[src/rtl/fcc_pkg.sv]
package fcc_pkg;
  typedef enum logic [2:0] {
    ST_IDLE  = 3'd0,
    ST_DELAY = 3'd1,
    ST_ON    = 3'd2,
    ST_OFF   = 3'd3,
    ST_DONE  = 3'd4
  } fcc_state_e;
endpackage

[src/rtl/fcc_sync.sv]
module fcc_sync #(
  parameter int W = 1
) (
  input  logic         clk,
  input  logic         rst_n,
  input  logic [W-1:0] d_a,
  output logic [W-1:0] q
);
  logic [W-1:0] meta;

  always_ff @(posedge clk or negedge rst_n) begin
    if (!rst_n) begin
      meta <= '0;
      q    <= '0;
    end else begin
      meta <= d_a;
      q    <= meta;
    end
  end
endmodule

[src/rtl/fcc_timer.sv]
module fcc_timer #(
  parameter int CW = 11
) (
  input  logic          clk,
  input  logic          rst_n,
  input  logic          clr,
  input  logic          en,
  input  logic [CW-1:0] last,
  output logic          expired
);
  logic [CW-1:0] cnt_q, cnt_d;

  always_comb begin
    cnt_d = cnt_q;
    if (clr)     cnt_d = '0;
    else if (en) cnt_d = cnt_q + 1'b1;
  end

  always_ff @(posedge clk or negedge rst_n) begin
    if (!rst_n) cnt_q <= '0;
    else        cnt_q <= cnt_d;
  end

  // High in the final cycle of the window
  assign expired = en && (cnt_q == last);
endmodule

[src/rtl/fcc_fsm.sv]
module fcc_fsm
  import fcc_pkg::*;
(
  input  logic       clk,
  input  logic       rst_n,
  input  logic       uv_ok,
  input  logic       chg,
  input  logic       chg_rise,
  input  logic       ilim,
  input  logic       flux_rst,
  input  logic       trip,
  input  logic       tmr_exp,
  output fcc_state_e state,
  output logic       tmr_clr,
  output logic       tmr_en
);
  fcc_state_e state_d;

  always_comb begin
    state_d = state;
    unique case (state)
      ST_IDLE:  if (chg_rise && uv_ok) state_d = ST_DELAY;
      ST_DELAY: begin
        if (!uv_ok || !chg) state_d = ST_IDLE;
        else if (tmr_exp)   state_d = ST_ON;
      end
      ST_ON: begin
        if (!uv_ok || !chg)       state_d = ST_IDLE;
        else if (trip)            state_d = ST_DONE;
        else if (ilim || tmr_exp) state_d = ST_OFF;
      end
      ST_OFF: begin
        if (!uv_ok || !chg)           state_d = ST_IDLE;
        else if (trip)                state_d = ST_DONE;
        else if (flux_rst || tmr_exp) state_d = ST_ON;
      end
      ST_DONE:  if (!uv_ok || !chg) state_d = ST_IDLE;
      default:  state_d = ST_IDLE;
    endcase
  end

  always_ff @(posedge clk or negedge rst_n) begin
    if (!rst_n) state <= ST_IDLE;
    else        state <= state_d;
  end

  assign tmr_clr = (state_d != state);
  assign tmr_en  = (state == ST_DELAY) || (state == ST_ON) || (state == ST_OFF);
endmodule

[src/rtl/flyback_charge_ctrl.sv]
module flyback_charge_ctrl
  import fcc_pkg::*;
#(
  parameter int CLK_HZ   = 50_000_000,
  parameter int START_US = 20,
  parameter int ON_US    = 13,
  parameter int OFF_US   = 13
) (
  input  logic clk,
  input  logic rst_n,
  input  logic uv_ok_a,
  input  logic charge_a,
  input  logic ilim_a,
  input  logic flux_rst_a,
  input  logic trip_a,
  output logic gate_on,
  output logic done_n,
  output logic bias_en
);
  localparam int CYC_PER_US = CLK_HZ / 1_000_000;
  localparam int START_CYC  = CYC_PER_US * START_US;
  localparam int ON_CYC     = CYC_PER_US * ON_US;
  localparam int OFF_CYC    = CYC_PER_US * OFF_US;
  localparam int MAX_CYC    = (START_CYC > ON_CYC) ?
                              ((START_CYC > OFF_CYC) ? START_CYC : OFF_CYC) :
                              ((ON_CYC > OFF_CYC) ? ON_CYC : OFF_CYC);
  localparam int CW         = $clog2(MAX_CYC + 1);
  localparam int NSYNC      = 5;

  logic       rst_meta, rst_core_n;
  logic [NSYNC-1:0] raw_a, raw_s;
  logic       uv_s, charge_s, ilim_s, flux_s, trip_s;
  logic       charge_q;
  logic       chg_rise;
  fcc_state_e state;
  logic       tmr_clr, tmr_en, tmr_exp;
  logic [CW-1:0] tmr_last;

  // Asynchronous assertion, synchronous release
  always_ff @(posedge clk or negedge rst_n) begin
    if (!rst_n) begin
      rst_meta   <= 1'b0;
      rst_core_n <= 1'b0;
    end else begin
      rst_meta   <= 1'b1;
      rst_core_n <= rst_meta;
    end
  end

  assign raw_a = {trip_a, flux_rst_a, ilim_a, charge_a, uv_ok_a};

  fcc_sync #(.W(NSYNC)) u_sync (
    .clk   (clk),
    .rst_n (rst_core_n),
    .d_a   (raw_a),
    .q     (raw_s)
  );

  assign {trip_s, flux_s, ilim_s, charge_s, uv_s} = raw_s;

  always_ff @(posedge clk or negedge rst_core_n) begin
    if (!rst_core_n) charge_q <= 1'b0;
    else             charge_q <= charge_s;
  end

  assign chg_rise = charge_s && !charge_q;

  always_comb begin
    unique case (state)
      ST_DELAY: tmr_last = CW'(START_CYC - 1);
      ST_ON:    tmr_last = CW'(ON_CYC - 1);
      default:  tmr_last = CW'(OFF_CYC - 1);
    endcase
  end

  fcc_timer #(.CW(CW)) u_timer (
    .clk     (clk),
    .rst_n   (rst_core_n),
    .clr     (tmr_clr),
    .en      (tmr_en),
    .last    (tmr_last),
    .expired (tmr_exp)
  );

  fcc_fsm u_fsm (
    .clk      (clk),
    .rst_n    (rst_core_n),
    .uv_ok    (uv_s),
    .chg      (charge_s),
    .chg_rise (chg_rise),
    .ilim     (ilim_s),
    .flux_rst (flux_s),
    .trip     (trip_s),
    .tmr_exp  (tmr_exp),
    .state    (state),
    .tmr_clr  (tmr_clr),
    .tmr_en   (tmr_en)
  );

  assign gate_on = (state == ST_ON);
  assign done_n  = !((state == ST_DONE) && charge_s);
  assign bias_en = charge_s;
endmodule

[config.mk]
export PLATFORM = sky130hd
export DESIGN_NAME = flyback_charge_ctrl
export DESIGN_NICKNAME = d
export VERILOG_FILES = /design/src/rtl/fcc_pkg.sv /design/src/rtl/fcc_sync.sv /design/src/rtl/fcc_timer.sv /design/src/rtl/fcc_fsm.sv /design/src/rtl/flyback_charge_ctrl.sv
export SDC_FILE = /design/constraint.sdc
export NUM_CORES = 1
export LEC_CHECK = 0
export ABC_AREA = 1
export BUFFER_PORTS_ARGS = -buffer_cell sky130_fd_sc_hd__buf_2
export CAP_MARGIN = 20
export CORE_UTILIZATION = 45
export CTS_BUF_LIST = sky130_fd_sc_hd__clkbuf_4
export CTS_CLUSTER_SIZE = 8
export DETAILED_ROUTE_END_ITERATION = 6
export GPL_TIMING_DRIVEN = 0
export PLACE_DENSITY = 0.59
export SKIP_LAST_GASP = 1
export SLEW_MARGIN = 40
export SYNTH_ARGS = -nofsm -noshare
export SYNTH_HDL_FRONTEND = slang
export SYNTH_SLANG_ARGS = --single-unit
export TNS_END_PERCENT = 30
[constraint.sdc]
create_clock -name clk -period 1.5 [get_ports clk]
set_input_delay 0.225 -clock clk [delete_from_list [all_inputs] [get_ports clk]]
set_output_delay 0.225 -clock clk [all_outputs]
set_load 0.1 [all_outputs]
==> impl_metrics.csv, run 1 <==
group,metric,value,unit
global_route,grt_max_degree,25,
routing,vias_per_cell,4.90,
place,placed_cell_area,1260,sq um
synth,yosys.area.top_type,"dfrtp_1",
routing,drc,0,
synth,synthArstFlopShare,1.00,
final_layout,layout-drive-gt1-share,0.348,
critical_path,reg2reg_to,"u_timer.cnt_q[8]$_DFFE_PN0P_",
final_layout,finalNonFillerCells,191,
timing,holdWs,187,ps
critical_path,required,1730,ps
critical_path,critPathMaxFanout,5,
synth,syn_inst,132,
synth,yosys_warnings,0,
hold_path,holdCritPathClass,"input port to asynchronous set/reset pin",
global_route,antenna_found_initial,0,
synth,synth_common_cells,"nand2_1, dfrtp_1, nor2_1, inv_1, nand3_1",
final_layout,fillers,191,
synth,seq_area_frac_synth,0.559,
die,num_rows,18,
critical_path,critical_path_buf_inv_count,1,
timing,timing.final.crit_period,1850,ps
critical_path,path_cells,"buf_4 > nor2_2 > nand2_1 > nand2_2 > nand3_4 > o21ai_2 > nand2_1 > nand2_2 > nand2_4 > nand4_4 > nor2_1",
critical_path,endpoint_kind,"flip-flop",
die,core_area,2450,sq um
clock_tree,cts_tree,"yes",
critical_path,critical_path_class,"flip-flop to flip-flop",
die,dieHeight,52.9,microns
die,start_util,0.475,
power,power,1.23,mW
clock_tree,cts_buffer_depth,2,
critical_path,slowest_stage,"dfrtp_2",
critical_path,crit_arrival,2080,ps
clock_tree,numCtsBuffers,3,
timing,fin_crit_sh,1.23,
timing,fin_skew,6.39,ps
global_route,globalRouteOverflowTotal,0,
critical_path,reg2reg_slack,-350,ps
final_layout,fin_area,1600,sq um
critical_path,critical_path.max_stage_delay,500,ps
final_layout,finish.utilization,0.652,
synth,syn_area,1160,sq um
synth,synth_edf_count,0,
routing,avgRoutedWirePerCell,13.0,microns
job,maxCapViolCount,0,
timing,drv_slew,0,
place,hpwl,1.33,mm
timing,slew_headroom,0.663,
timing,setup_viol,13,
global_route,grt_pass1_wl,3.90,mm
place,gp_congestion,0.886,
status,violations,"negative setup slack",
synth,synth.most_common_cell,"nand2_1",
final_layout,antenna_cells,0,
final_layout,syn2layout_area_growth,37.4,%
clock_tree,clock_sinks,26,
power,ir_drop,0.634,mV
place,dp_cells,171,
routing,wirelength,2.48,mm
clock_tree,clk_latency,330,ps
synth,syn_area_per_cell,8.82,sq um
routing,num_vias,935,
clock_tree,htree_levels,1,
clock_tree,cts.clk_slew.worst_paths,140,ps
place,io_buffers,9,
critical_path,worstReg2RegStart,"u_fsm.state[1]$_DFF_PN0_",
synth,yosys-top-cells-area,"dfrtp_1, nand2_1, nor2_1",
routing,drt_iter0_markers,13,
critical_path,r2r_cells,11,
critical_path,startpoint_type,"flip-flop",
timing,rsz0062_at_grt,"yes",
timing,max_freq,541,MHz
synth,synth_cell_types,21,
die,die_x,52.9,microns
global_route,grt_usage,0.201,
timing,finalSetupTns,-3750,ps
clock_tree,clock-root-buffer,"clkbuf_4",
die,die_area,2800,sq um
routing,firstDrtPassIters,4,
timing,fin_ws,-350,ps
place,preCtsSetupSlack,-286,ps
critical_path,crit_family,"simple AND/OR/NAND/NOR gates",
final_layout,fin_nets,170,
timing,hold_viol,0,
die,ios,10,
global_route,grt_pass1_vias,893,
synth,synth_seq_cells,26,
power,power.density,767,nW/um^2
synth,syn-num-nets,140,
synth,synth_top_area_share,0.559,
timing,worstMarginPinSlew,505,ps
status,status,"finished, violations left",
synth,synth-main-ff-cell,"dfrtp_1",
routing,antenna_left,0,
power,p_leak,0.744,nW
## area by class of cell
cell class	instances	area, sq um	share of cell area
clock inverter	1	3.75	0.00235
inverter	19	76.3	0.0477
clock buffer	3	22.5	0.0141
multi-input combinational	87	601	0.375
buffer	1	11.3	0.00704
sequential	26	654	0.409
tap	30	37.5	0.0235
timing repair buffer	24	194	0.121
## per-layer routing
layer | GRT usage | vias to the layer above | routed length (microns)
met5 | 0 | - | 0
met4 | 0.0965 | 0 | 73
met3 | 0.0374 | 8 | 50
met2 | 0.323 | 16 | 1230
met1 | 0.261 | 441 | 1120
li1 | - | 470 | -
## where the power goes
part	leakage, nW	switching (mW)	internal [mW]	total, mW
logic	0.402	0.0805	0.0619	0.142
clock network	0.0154	0.213	0.0977	0.310
registers	0.326	0.0395	0.735	0.775
total	0.744	0.333	0.895	1.23
## cell families after synthesis
| logic type | after synthesis | share of synthesized area |
|---|---|---|
| AND/OR/NAND/NOR | 70 | 0.267 |
| flip-flops | 26 | 0.559 |
| buffers and inverters | 20 | 0.0655 |
| XOR/XNOR | 8 | 0.0602 |
| AO/OA/AOI/OAI | 6 | 0.0344 |
| adder cells (fa/ha/maj) | 1 | 0.0107 |
| other | 1 | 0.00322 |
## registers in the layout, indices dropped and copies added, names as in the netlist
name           flops
rst_meta           1
u_sync.q           5
u_sync.meta        5
u_fsm.state        3
u_timer.cnt_q     10
rst_core_n         1
charge_q           1
## how the worst max path moves through the flow
| stage | startpoint | end | slack, ps | depth (start not counted) |
|---|---|---|---|---|
| finish | u_fsm.state[1]$_DFF_PN0_ | u_timer.cnt_q[8]$_DFFE_PN0P_ | -350 | 11 |
| global route | u_fsm.state[1]$_DFF_PN0_ | u_timer.cnt_q[8]$_DFFE_PN0P_ | -440 | 11 |
| CTS | u_fsm.state[1]$_DFF_PN0_ | u_timer.cnt_q[5]$_DFFE_PN0P_ | -170 | 13 |
| detailed placement | u_fsm.state[2]$_DFF_PN0_ | u_timer.cnt_q[8]$_DFFE_PN0P_ | -290 | 13 |
| global placement | u_fsm.state[0]$_DFF_PN0_ | u_timer.cnt_q[6]$_DFFE_PN0P_ | -290 | 12 |
| floorplan | u_fsm.state[1]$_DFF_PN0_ | u_timer.cnt_q[0]$_DFFE_PN0P_ | -580 | 10 |
## cells in the final DEF (no fill, tap or decap), types with 4 or more instances in the layout
master / instances
nor2_1: 16
xor2_1: 6
buf_4: 9
inv_1: 15
nand2_1: 24
dfrtp_1: 23
buf_2: 7
dlygate4sd3_1: 6
nand2_4: 4
nor2_2: 6
nand3_1: 4
## repair_timing
item,4_1_cts,5_1_grt
pin swaps,6,11
setup buffers,4,5
endpoints found under the setup margin,13,13
hold buffers,6,0
cloned,1,0
resized for setup,29,16
endpoints found under the hold margin,7,0
## worst register-to-register path, cell delays in order, from the launching register on
cell,delay [ps]
dfrtp_2,500
buf_4,170
nor2_2,100
nand2_1,70
nand2_2,80
nand3_4,90
o21ai_2,220
nand2_1,120
nand2_2,100
nand2_4,80
nand4_4,150
nor2_1,70
Note: power is estimated with default switching activity, not from simulation.
==> run 2, diff against run 1 <==
- CELL_PAD_IN_SITES_DETAIL_PLACEMENT: not set -> 0
- CELL_PAD_IN_SITES_GLOBAL_PLACEMENT: not set -> 1
- CORE_ASPECT_RATIO: not set -> 1.25
- PLACE_DENSITY: 0.59 -> 0.75
==> run 2 against run 1 <==
The flow still finishes with violations (negative setup slack). Worst setup slack gained 80 ps. Cell count grew 3.1%. Combinational power grew 9.9%. Clock power grew 51%. Register-to-register slack gained 90 ps. Sequential cell count is the same. Critical path depth shrank 4. Largest cell class unchanged.
==> impl_metrics.csv, run 2 (synthesis results as in run 1) <==
group,metric,value,unit
final_layout,largest_reg_flops,10,
critical_path,path_cells,"buf_6 > buf_4 > nor2_2 > inv_2 > nor2_2 > nand2_2 > buf_12",
timing,max_freq,565,MHz
routing,vias_per_cell,4.65,
final_layout,fin_area,1630,sq um
die,dieHeight,58.9,microns
final_layout,top_regs,"u_timer.cnt_q: 10 flops, u_sync.meta: 5 flops, u_sync.q: 5 flops",
clock_tree,cts.clk_slew.worst_paths,140,ps
status,violations,"negative setup slack",
global_route,grt_usage,0.194,
die,core_area,2450,sq um
clock_tree,cts_buffer_depth,2,
final_layout,mostFrequentLayoutCells,"nand2_1, dfrtp_1, nor2_1",
critical_path,required,1270,ps
timing,rsz0062_at_grt,"yes",
global_route,antenna_found_initial,0,
timing,setup_viol,13,
critical_path,crit_family,"buffers and inverters",
clock_tree,clk_latency,310,ps
routing,wirelength,2.37,mm
clock_tree,clock_sinks,26,
final_layout,top_register,"u_timer.cnt_q",
critical_path,critical_path_buf_inv_count,4,
final_layout,fin_nets,173,
critical_path,critical_path.max_stage_delay,400,ps
power,p_leak,0.767,nW
final_layout,final_common_cell,"nand2_1",
place,hpwl,1.42,mm
power,ir_drop,0.782,mV
global_route,grt_pass1_wl,3.67,mm
power,power.density,860,nW/um^2
critical_path,critPathMaxFanout,5,
place,placed_cell_area,1260,sq um
timing,fin_ws,-270,ps
timing,fin_skew,4.01,ps
routing,num_vias,917,
routing,firstDrtPassIters,2,
critical_path,slowest_stage,"dfrtp_1",
clock_tree,htree_levels,1,
die,num_rows,20,
routing,avgRoutedWirePerCell,12.0,microns
routing,antenna_left,0,
timing,fin_crit_sh,1.18,
timing,timing.final.crit_period,1770,ps
die,die_area,2800,sq um
status,status,"finished, violations left",
global_route,grt_pass1_vias,834,
final_layout,syn2layout_area_growth,39.6,%
routing,drc,0,
critical_path,crit_arrival,1540,ps
final_layout,antenna_cells,0,
critical_path,startpoint_type,"flip-flop",
place,gp_congestion,0.797,
final_layout,layout-drive-gt1-share,0.354,
global_route,grt_max_degree,25,
timing,slew_headroom,0.655,
timing,worstMarginPinSlew,517,ps
critical_path,path_common_cell,"nor2_2",
job,maxCapViolCount,0,
die,ios,10,
routing,drt_iter0_markers,11,
clock_tree,cts_tree,"yes",
clock_tree,numCtsBuffers,3,
die,start_util,0.475,
timing,drv_slew,0,
critical_path,endpoint_kind,"output pin",
critical_path,critical_path_class,"flip-flop to output pin",
place,io_buffers,9,
timing,finalSetupTns,-2760,ps
hold_path,holdCritPathClass,"input port to asynchronous set/reset pin",
die,die_x,47.5,microns
timing,hold_viol,0,
clock_tree,clock-root-buffer,"clkbuf_4",
final_layout,finish.utilization,0.663,
global_route,globalRouteOverflowTotal,0,
-- run 2: routing by layer --
| layer | vias to the layer above | track usage | routed length, microns |
|---|---|---|---|
| met1 | 422 | 0.271 | 1140 |
| li1 | 478 | - | - |
| met5 | - | 0 | 0 |
| met4 | 0 | 0.110 | 57 |
| met3 | 6 | 0.0337 | 33 |
| met2 | 11 | 0.280 | 1140 |
-- run 2: repair_timing --
item / 4_1_cts / 5_1_grt
buffers inserted: 7 / 5
resized for setup: 27 / 13
endpoints found under the setup margin: 13 / 13
cloned: 1 / 0
hold endpoints to repair: 5 / 2
hold buffers: 4 / 2
pin swaps: 8 / 12
-- run 2: worst paths after layout --
check	slack (ps)	cells after the start	to	start
setup / recovery	-270	7	done_n	u_fsm.state[0]$_DFF_PN0_
hold / removal	200	2	rst_meta$_DFF_PN0_	rst_n
setup reg to reg	-260	7	u_timer.cnt_q[7]$_DFFE_PN0P_	u_fsm.state[0]$_DFF_PN0_
hold reg to reg	250	0	u_timer.cnt_q[9]$_DFFE_PN0P_	rst_core_n$_DFF_PN0_
max in group asynchronous	880	0	u_fsm.state[1]$_DFF_PN0_	rst_core_n$_DFF_PN0_
min in group clk	370	0	u_sync.q[4]$_DFF_PN0_	u_sync.meta[4]$_DFF_PN0_
-- run 2: per-stage QoR --
stage | setup slack [ps] | total power, mW | hold WS, ps | std cells
2_1_floorplan | -579 | 0.849 | -70.6 | 132
3_3_place_gp | -297 | 0.877 | 10.0 | 174
3_5_place_dp | -322 | 0.883 | 11.1 | 174
4_1_cts | -178 | 1.39 | 0.180 | 190
5_1_grt | -366 | 1.47 | 183 | 197
6_report | -270 | 1.40 | 204 | 197
-- run 2: final cells by class --
| type | count | area [sq um] |
|---|---|---|
| fill | 223 | 826 |
| sequential | 26 | 654 |
| multi-input combinational | 87 | 571 |
| timing repair buffer | 27 | 216 |
| inverter | 19 | 80.1 |
| tap | 33 | 41.3 |
| clock inverter | 1 | 30.0 |
| clock buffer | 3 | 22.5 |
| buffer | 1 | 11.3 |
-- run 2: power by group --
group / internal, mW / switching [mW]
clock network: 0.270 / 0.199
logic: 0.0704 / 0.0859
registers: 0.735 / 0.0390
